[config.mk]
export PLATFORM = sky130hd
export DESIGN_NAME = selftest_seq
export DESIGN_NICKNAME = d
export VERILOG_FILES = /design/src/rtl/selftest_pkg.sv /design/src/rtl/sd_verdict.sv /design/src/rtl/sd_fsm.sv /design/src/rtl/sd_heartbeat.sv /design/src/rtl/selftest_seq.sv
export SDC_FILE = /design/constraint.sdc
export NUM_CORES = 1
export LEC_CHECK = 0
export CAP_MARGIN = 20
export CORE_MARGIN = 2
export CORE_UTILIZATION = 52
export CTS_BUF_LIST = sky130_fd_sc_hd__clkbuf_16
export DETAILED_ROUTE_END_ITERATION = 8
export PLACE_DENSITY = 0.8
export SYNTH_ARGS = -nofsm -noshare
export SYNTH_HDL_FRONTEND = slang
export SYNTH_SLANG_ARGS = --single-unit
[constraint.sdc]
create_clock -name clk -period 2.1 [get_ports clk]
set_input_delay 0.42 -clock clk [delete_from_list [all_inputs] [get_ports clk]]
set_output_delay 0.42 -clock clk [all_outputs]
set_load 0.005 [all_outputs]
[src/rtl/selftest_pkg.sv]
package selftest_pkg;
   typedef enum logic [2:0] {
      ST_IDLE,
      ST_FHI,
      ST_CHI,
      ST_FLO,
      ST_CLO,
      ST_CFG,
      ST_PASS,
      ST_FAIL
   } diag_state_t;
endpackage

[src/rtl/sd_verdict.sv]
// Derives which channels are required, which pass the plausibility test,
// and whether the cell-count selection agrees with the wiring.
module sd_verdict #(
   parameter int NCELL = 6
) (
   input  logic [1:0]         cell_cfg,
   input  logic [NCELL-1:0]   cell_wired,
   input  logic [NCELL-1:0]   cell_in_range,
   input  logic               top_of_stack,
   output logic [2*NCELL+2:0] req,
   output logic [2*NCELL+2:0] rng_ok,
   output logic               cfg_ok
);
   localparam int CW = $clog2(NCELL + 1);

   logic [CW-1:0]    sel_count;
   logic [NCELL-1:0] cell_on;

   always_comb begin
      case (cell_cfg)
         2'b00:   sel_count = CW'(NCELL - 2);
         2'b01:   sel_count = CW'(NCELL - 1);
         default: sel_count = CW'(NCELL);
      endcase
   end

   for (genvar i = 0; i < NCELL; i++) begin : g_cell
      assign cell_on[i]          = (CW'(i) < sel_count);
      assign req[i]              = cell_on[i];
      assign req[NCELL+i]        = cell_on[i];
      assign rng_ok[i]           = cell_in_range[i];
      assign rng_ok[NCELL+i]     = cell_in_range[i];
   end

   assign req[2*NCELL]      = 1'b1;
   assign req[2*NCELL+1]    = ~top_of_stack;
   assign req[2*NCELL+2]    = ~top_of_stack;
   assign rng_ok[2*NCELL]   = 1'b1;
   assign rng_ok[2*NCELL+1] = 1'b1;
   assign rng_ok[2*NCELL+2] = 1'b1;

   assign cfg_ok = (cell_cfg != 2'b10) && ((cell_wired & ~cell_on) == '0);
endmodule

[src/rtl/sd_fsm.sv]
// Channel-by-channel force/check sequencer with result latching.
module sd_fsm
   import selftest_pkg::*;
#(
   parameter int NCH    = 15,
   parameter int SETTLE = 3
) (
   input  logic           clk,
   input  logic           rst_n,
   input  logic           pwr_on,
   input  logic [NCH-1:0] obs,
   input  logic [NCH-1:0] req,
   input  logic [NCH-1:0] rng_ok,
   input  logic           cfg_ok,
   output logic [NCH-1:0] stim_sel,
   output logic           stim_level,
   output logic [NCH-1:0] valid,
   output logic           done,
   output logic           pass
);
   localparam int IW = (NCH > 1) ? $clog2(NCH) : 1;
   localparam int CW = $clog2(SETTLE + 1);

   diag_state_t    state;
   logic           pwr_q;
   logic [IW-1:0]  ch;
   logic [CW-1:0]  cnt;
   logic           hi_ok;
   logic [NCH-1:0] good_q;
   logic [NCH-1:0] rng_bad;
   logic [NCH-1:0] valid_q;
   logic [NCH-1:0] keep;
   logic           testing;
   logic           rise;

   assign rise    = pwr_on & ~pwr_q;
   assign testing = (state == ST_FHI) || (state == ST_CHI) ||
                    (state == ST_FLO) || (state == ST_CLO);
   assign keep    = good_q & ~rng_bad & req;

   always_ff @(posedge clk or negedge rst_n) begin
      if (!rst_n) begin
         state   <= ST_IDLE;
         pwr_q   <= 1'b0;
         ch      <= '0;
         cnt     <= '0;
         hi_ok   <= 1'b0;
         good_q  <= '0;
         rng_bad <= '0;
         valid_q <= '0;
      end else begin
         pwr_q <= pwr_on;
         if (!pwr_on) begin
            state   <= ST_IDLE;
            ch      <= '0;
            cnt     <= '0;
            hi_ok   <= 1'b0;
            good_q  <= '0;
            rng_bad <= '0;
            valid_q <= '0;
         end else begin
            if (testing) rng_bad <= rng_bad | ~rng_ok;
            unique case (state)
               ST_IDLE: if (rise) begin
                  state   <= ST_FHI;
                  ch      <= '0;
                  cnt     <= '0;
                  good_q  <= '0;
                  rng_bad <= '0;
               end
               ST_FHI: if (cnt == CW'(SETTLE - 1)) begin
                  cnt   <= '0;
                  state <= ST_CHI;
               end else begin
                  cnt <= cnt + 1'b1;
               end
               ST_CHI: begin
                  hi_ok <= obs[ch];
                  state <= ST_FLO;
               end
               ST_FLO: if (cnt == CW'(SETTLE - 1)) begin
                  cnt   <= '0;
                  state <= ST_CLO;
               end else begin
                  cnt <= cnt + 1'b1;
               end
               ST_CLO: begin
                  good_q[ch] <= hi_ok & ~obs[ch];
                  if (ch == IW'(NCH - 1)) begin
                     state <= ST_CFG;
                  end else begin
                     ch    <= ch + 1'b1;
                     state <= ST_FHI;
                  end
               end
               ST_CFG: begin
                  valid_q <= keep;
                  state   <= (cfg_ok && (keep == req)) ? ST_PASS : ST_FAIL;
               end
               default: ;
            endcase
         end
      end
   end

   always_comb begin
      stim_sel = '0;
      if (testing) stim_sel[ch] = 1'b1;
   end

   assign stim_level = (state == ST_FHI) || (state == ST_CHI);
   assign valid      = valid_q;
   assign done       = (state == ST_PASS) || (state == ST_FAIL);
   assign pass       = (state == ST_PASS);

   AST_START_ON_RISE: assert property (@(posedge clk) disable iff (!rst_n)
      (pwr_on && !pwr_q && state == ST_IDLE) |=> (state == ST_FHI));
   AST_ONE_CHANNEL: assert property (@(posedge clk) disable iff (!rst_n)
      $onehot0(stim_sel));
   AST_CLEAR_ON_OFF: assert property (@(posedge clk) disable iff (!rst_n)
      !pwr_on |=> (valid_q == '0 && state == ST_IDLE));
   AST_HOLD_RESULT: assert property (@(posedge clk) disable iff (!rst_n)
      (done && pwr_on) |=> $stable(valid_q));
endmodule

[src/rtl/sd_heartbeat.sv]
// Heartbeat generator gated by the upstream status activity watch.
module sd_heartbeat #(
   parameter int HB_HALF = 16
) (
   input  logic clk,
   input  logic rst_n,
   input  logic run,
   input  logic top_of_stack,
   input  logic status_up,
   output logic status_out
);
   localparam int TIMEOUT = 4 * HB_HALF;
   localparam int HW      = $clog2(HB_HALF);
   localparam int WW      = $clog2(TIMEOUT + 1);

   logic [HW-1:0] hb_cnt;
   logic          phase;
   logic [WW-1:0] watch;
   logic          stat_q;
   logic          alive;

   always_ff @(posedge clk or negedge rst_n) begin
      if (!rst_n) begin
         hb_cnt <= '0;
         phase  <= 1'b0;
         watch  <= '0;
         stat_q <= 1'b0;
      end else begin
         stat_q <= status_up;
         if (!run) begin
            hb_cnt <= '0;
            phase  <= 1'b0;
            watch  <= '0;
         end else begin
            if (hb_cnt == HW'(HB_HALF - 1)) begin
               hb_cnt <= '0;
               phase  <= ~phase;
            end else begin
               hb_cnt <= hb_cnt + 1'b1;
            end
            if (status_up != stat_q)
               watch <= '0;
            else if (watch < WW'(TIMEOUT))
               watch <= watch + 1'b1;
         end
      end
   end

   assign alive      = top_of_stack | (watch < WW'(TIMEOUT));
   assign status_out = run & alive & phase;

   AST_TOGGLE_SPACING: assert property (@(posedge clk) disable iff (!rst_n)
      (run && $past(run) && (phase != $past(phase))) |->
      ($past(hb_cnt) == HW'(HB_HALF - 1)));
endmodule

[src/rtl/selftest_seq.sv]
module selftest_seq #(
   parameter int NCELL      = 6,
   parameter int SETTLE_CYC = 3,
   parameter int HB_HALF    = 16
) (
   input  logic               clk,
   input  logic               rst_n,
   input  logic               pwr_on,
   input  logic               top_of_stack,
   input  logic [1:0]         cell_cfg,
   input  logic [NCELL-1:0]   cell_wired,
   input  logic [NCELL-1:0]   cell_in_range,
   input  logic [NCELL-1:0]   ov_cmp,
   input  logic [NCELL-1:0]   uv_cmp,
   input  logic               temp_cmp,
   input  logic               fault_up,
   input  logic               status_up,
   output logic [2*NCELL+2:0] stim_sel,
   output logic               stim_level,
   output logic [2*NCELL:0]   cmp_valid,
   output logic               fault_up_valid,
   output logic               status_up_valid,
   output logic               diag_done,
   output logic               diag_pass,
   output logic               status_out
);
   localparam int NCH = 2 * NCELL + 3;

   if (NCELL < 3) begin : g_bad_cells
      $error("selftest_seq: NCELL must be at least 3");
   end
   if (SETTLE_CYC < 1) begin : g_bad_settle
      $error("selftest_seq: SETTLE_CYC must be at least 1");
   end
   if (HB_HALF < 2) begin : g_bad_hb
      $error("selftest_seq: HB_HALF must be at least 2");
   end

   logic [NCH-1:0] obs;
   logic [NCH-1:0] req;
   logic [NCH-1:0] rng_ok;
   logic [NCH-1:0] valid;
   logic           cfg_ok;

   assign obs = {status_up, fault_up, temp_cmp, uv_cmp, ov_cmp};

   sd_verdict #(.NCELL(NCELL)) u_verdict (
      .cell_cfg      (cell_cfg),
      .cell_wired    (cell_wired),
      .cell_in_range (cell_in_range),
      .top_of_stack  (top_of_stack),
      .req           (req),
      .rng_ok        (rng_ok),
      .cfg_ok        (cfg_ok)
   );

   sd_fsm #(.NCH(NCH), .SETTLE(SETTLE_CYC)) u_fsm (
      .clk        (clk),
      .rst_n      (rst_n),
      .pwr_on     (pwr_on),
      .obs        (obs),
      .req        (req),
      .rng_ok     (rng_ok),
      .cfg_ok     (cfg_ok),
      .stim_sel   (stim_sel),
      .stim_level (stim_level),
      .valid      (valid),
      .done       (diag_done),
      .pass       (diag_pass)
   );

   sd_heartbeat #(.HB_HALF(HB_HALF)) u_hb (
      .clk          (clk),
      .rst_n        (rst_n),
      .run          (diag_pass),
      .top_of_stack (top_of_stack),
      .status_up    (status_up),
      .status_out   (status_out)
   );

   assign cmp_valid       = valid[2*NCELL:0];
   assign fault_up_valid  = valid[2*NCELL+1];
   assign status_up_valid = valid[2*NCELL+2];

   AST_FAIL_QUIET: assert property (@(posedge clk) disable iff (!rst_n)
      (diag_done && !diag_pass) |-> !status_out);
   AST_PASS_TEMP: assert property (@(posedge clk) disable iff (!rst_n)
      diag_pass |-> cmp_valid[2*NCELL]);
endmodule

==> results.ini <==
[status]
outcome=finished, final reports clean

[critical_path]
cp_data_arrival_time_ns=1.64
rrSetupSlack_ns=0.04
r2r_start=u_fsm.state[1]
crit_end=diag_pass
startpoint=u_fsm.state[0]
required_ns=1.68
rr_worst_depth=7
cp-end-kind=output port
timing_worst_setup_path_type=reg -> out
worstReg2RegEnd=u_fsm.ch[3]
critical_path.max_fanout=10
start_kind=flop

[detailed_routing]
routedWlPerCell_um=17.0
ant_nets=0
firstDrtPassIters=4
drt-initial-drc-count=256
drc=0
vias_per_cell=5.80
num_vias=3050
drt_wl_total_mm=8.94

[worst_hold_path]
worstHoldPathType=in -> async

[pwr]
powerDensity_nw_per_um2=816
ir_worst_vdd_uv=610
total_power_mw=3.93
leakage_nw=2.31

[clock_network]
cts-root-buf=clkbuf_16
holdBufCountCts=0
cts_max_level=3
clk_pin_slew_ns=0.05
worstSkewPairLatency_ns=0.32
clkSinkCount=66
cts_tree=built
clockBufferDepth=2
numCtsBuffers=9

[yosys]
synth_area_um2=3440
yosysSeqAreaShare=0.480
ys_warn_count=0
yosys.cell_types.count=51
synth_seq_cells=66
synth_nets=388
synth-edff-count=0
ys_async_sr_fraction=1.00
postSynthCellCount=349
synthFlopType=dfrtp_1
syn_avg_cell_area_um2=9.86

[cells_and_area]
diodes=0
drive_gt1_frac=0.187
layout.nets=483
n_fill_cell=421
seqCellArea_um2=1660
synthToLayoutAreaGrowth_pct=40.1
multiInputGateArea_um2=1730

[sta]
hold_viol_final=0
finalCriticalPeriod_ns=2.06
finalMaxSlewViolations=0
fmax_mhz=485
skew_ns=0.00575
post-route-period-util=0.983
maxSlewHeadroom=0.630
worst_pin_slew_ns=0.548
timing.hold.ws_ns=0.101
setup_viol=0

[global_route]
grt_pass1_vias=2965
track_usage=0.243
antenna_found_initial=0
grt_overflow=0
grt_max_degree=67
grt_pass1_wl_mm=14.0

[placed_design]
place_congestion=0.903
hpwl_mm=5.86
port_buffers=62

[floorplanning]
rows=29
core_um2=6390
die_area_um2=7280
die_h_um=85.3
initial_core_util=0.539
ios=67
die_w_um=85.3

[run]
max_cap_violations=0

cells in the final DEF (no fill, tap or decap), types with 3 or more instances in the layout:
cell / count
dlygate4sd2_1: 9
nor2_1: 34
dfrtp_1: 62
and3_1: 14
nand2_1: 32
nor2b_1: 11
nand2b_1: 6
xnor2_1: 5
o21a_1: 13
dlymetal6s2s_1: 9
o21ai_0: 9
o31ai_1: 4
o211ai_1: 4
xor2_1: 3
nand3_1: 24
buf_4: 33
nor3b_1: 5
clkbuf_16: 9
a32o_1: 5
dfrtp_2: 4
a21oi_1: 20
inv_1: 11
mux4_2: 3
buf_6: 4
clkdlybuf4s50_1: 43
mux2i_1: 12
registers in the layout (all words and copies together) (netlist names):
signal,flops
u_fsm.ch,4
u_fsm.cnt,2
u_fsm.good_q,15
u_fsm.hi_ok,1
u_fsm.pwr_q,1
u_fsm.rng_bad,12
u_fsm.state,3
u_fsm.valid,15
u_hb.hb_cnt,4
u_hb.phase,1
u_hb.stat_q,1
u_hb.watch,7
worst min-delay path by stage:
stage                     slack (ns)   from             to  cells after the start
final                           0.10  rst_n  u_hb.watch[0]                      2
after global routing            0.13  rst_n  u_hb.watch[2]                      2
after CTS                       0.13  rst_n  u_hb.watch[0]                      2
after detailed placement        0.47  rst_n  u_hb.watch[2]                      2
after global placement          0.46  rst_n  u_hb.watch[2]                      2
after floorplan                 0.12  rst_n    u_fsm.ch[0]                      0
cells in the mapped netlist, drive strengths merged, types with 6 or more instances:
cell	instances	area, um2
nand2b	7	43.8
mux2i	12	120
a21oi	22	114
buf	9	57.6
nor2b	12	75.1
dfrtp	66	1650
nand3	25	125
nand2	32	120
inv	12	45.0
o21ai	10	50.1
o21a	13	97.6
ha	6	75.1
nor2	36	138
and3	14	87.6
xnor2	7	68.8
clkbuf	9	33.8
repair_timing:
| action | CTS | global route |
|---|---|---|
| setup endpoints to repair | 19 | 10 |
| pin swaps | 1 | 3 |
| buffers inserted | 1 | 9 |
| gates resized for setup | 25 | 28 |
routing by layer:
metal | wire, um | GRT usage | vias up
li1 | - | - | 1432
met1 | 3870 | 0.330 | 1484
met2 | 4450 | 0.392 | 115
met3 | 460 | 0.0409 | 19
met4 | 158 | 0.0924 | 0
met5 | 0 | 0 | -
kinds of logic after synthesis:
kind of cell / share of synthesized area
AOI/OAI and AO/OA: 0.158
and+or+nand+nor: 0.219
muxes: 0.0546
xor gates and xnor gates: 0.0276
adders and majority gates: 0.0218
DFF: 0.480
buffers and inverters: 0.0396
worst max-delay path: stages, from the launching register on:
cell             delay (ns)
dfrtp_1                0.41
buf_6                  0.16
inv_2                  0.09
nand3_4                0.09
inv_4                  0.07
clkdlybuf4s50_1        0.49
per-stage QoR:
stage	setup TNS, ns	cell area [um2]	util	cells	setup slack (ns)
after global routing	-0.0397	4820	0.755	526	-0.0249
after CTS	-1.29	4660	0.729	517	-0.194
after detailed placement	-0.141	4300	0.673	500	-0.140
after global placement	-0.144	4300	0.673	500	-0.138
after floorplan	0	3440	-	349	0.308
final	0	4820	0.755	526	0.0367
power by group:
| part | internal, mW | leakage, nW | switching [mW] |
|---|---|---|---|
| sequential | 1.36 | 0.905 | 0.0800 |
| combinational | 0.423 | 1.24 | 0.507 |
| clock | 1.03 | 0.159 | 0.536 |
area by class of cell:
| type | instances | area share |
|---|---|---|
| inverters | 12 | 0.0104 |
| clock inverters | 7 | 0.0182 |
| clock buffers | 9 | 0.0467 |
| repair buffers | 102 | 0.201 |
| flip-flops and latches | 66 | 0.344 |
| well taps | 77 | 0.0200 |
| multi-input cells | 253 | 0.360 |
Note: power is estimated with default switching activity, not from simulation.
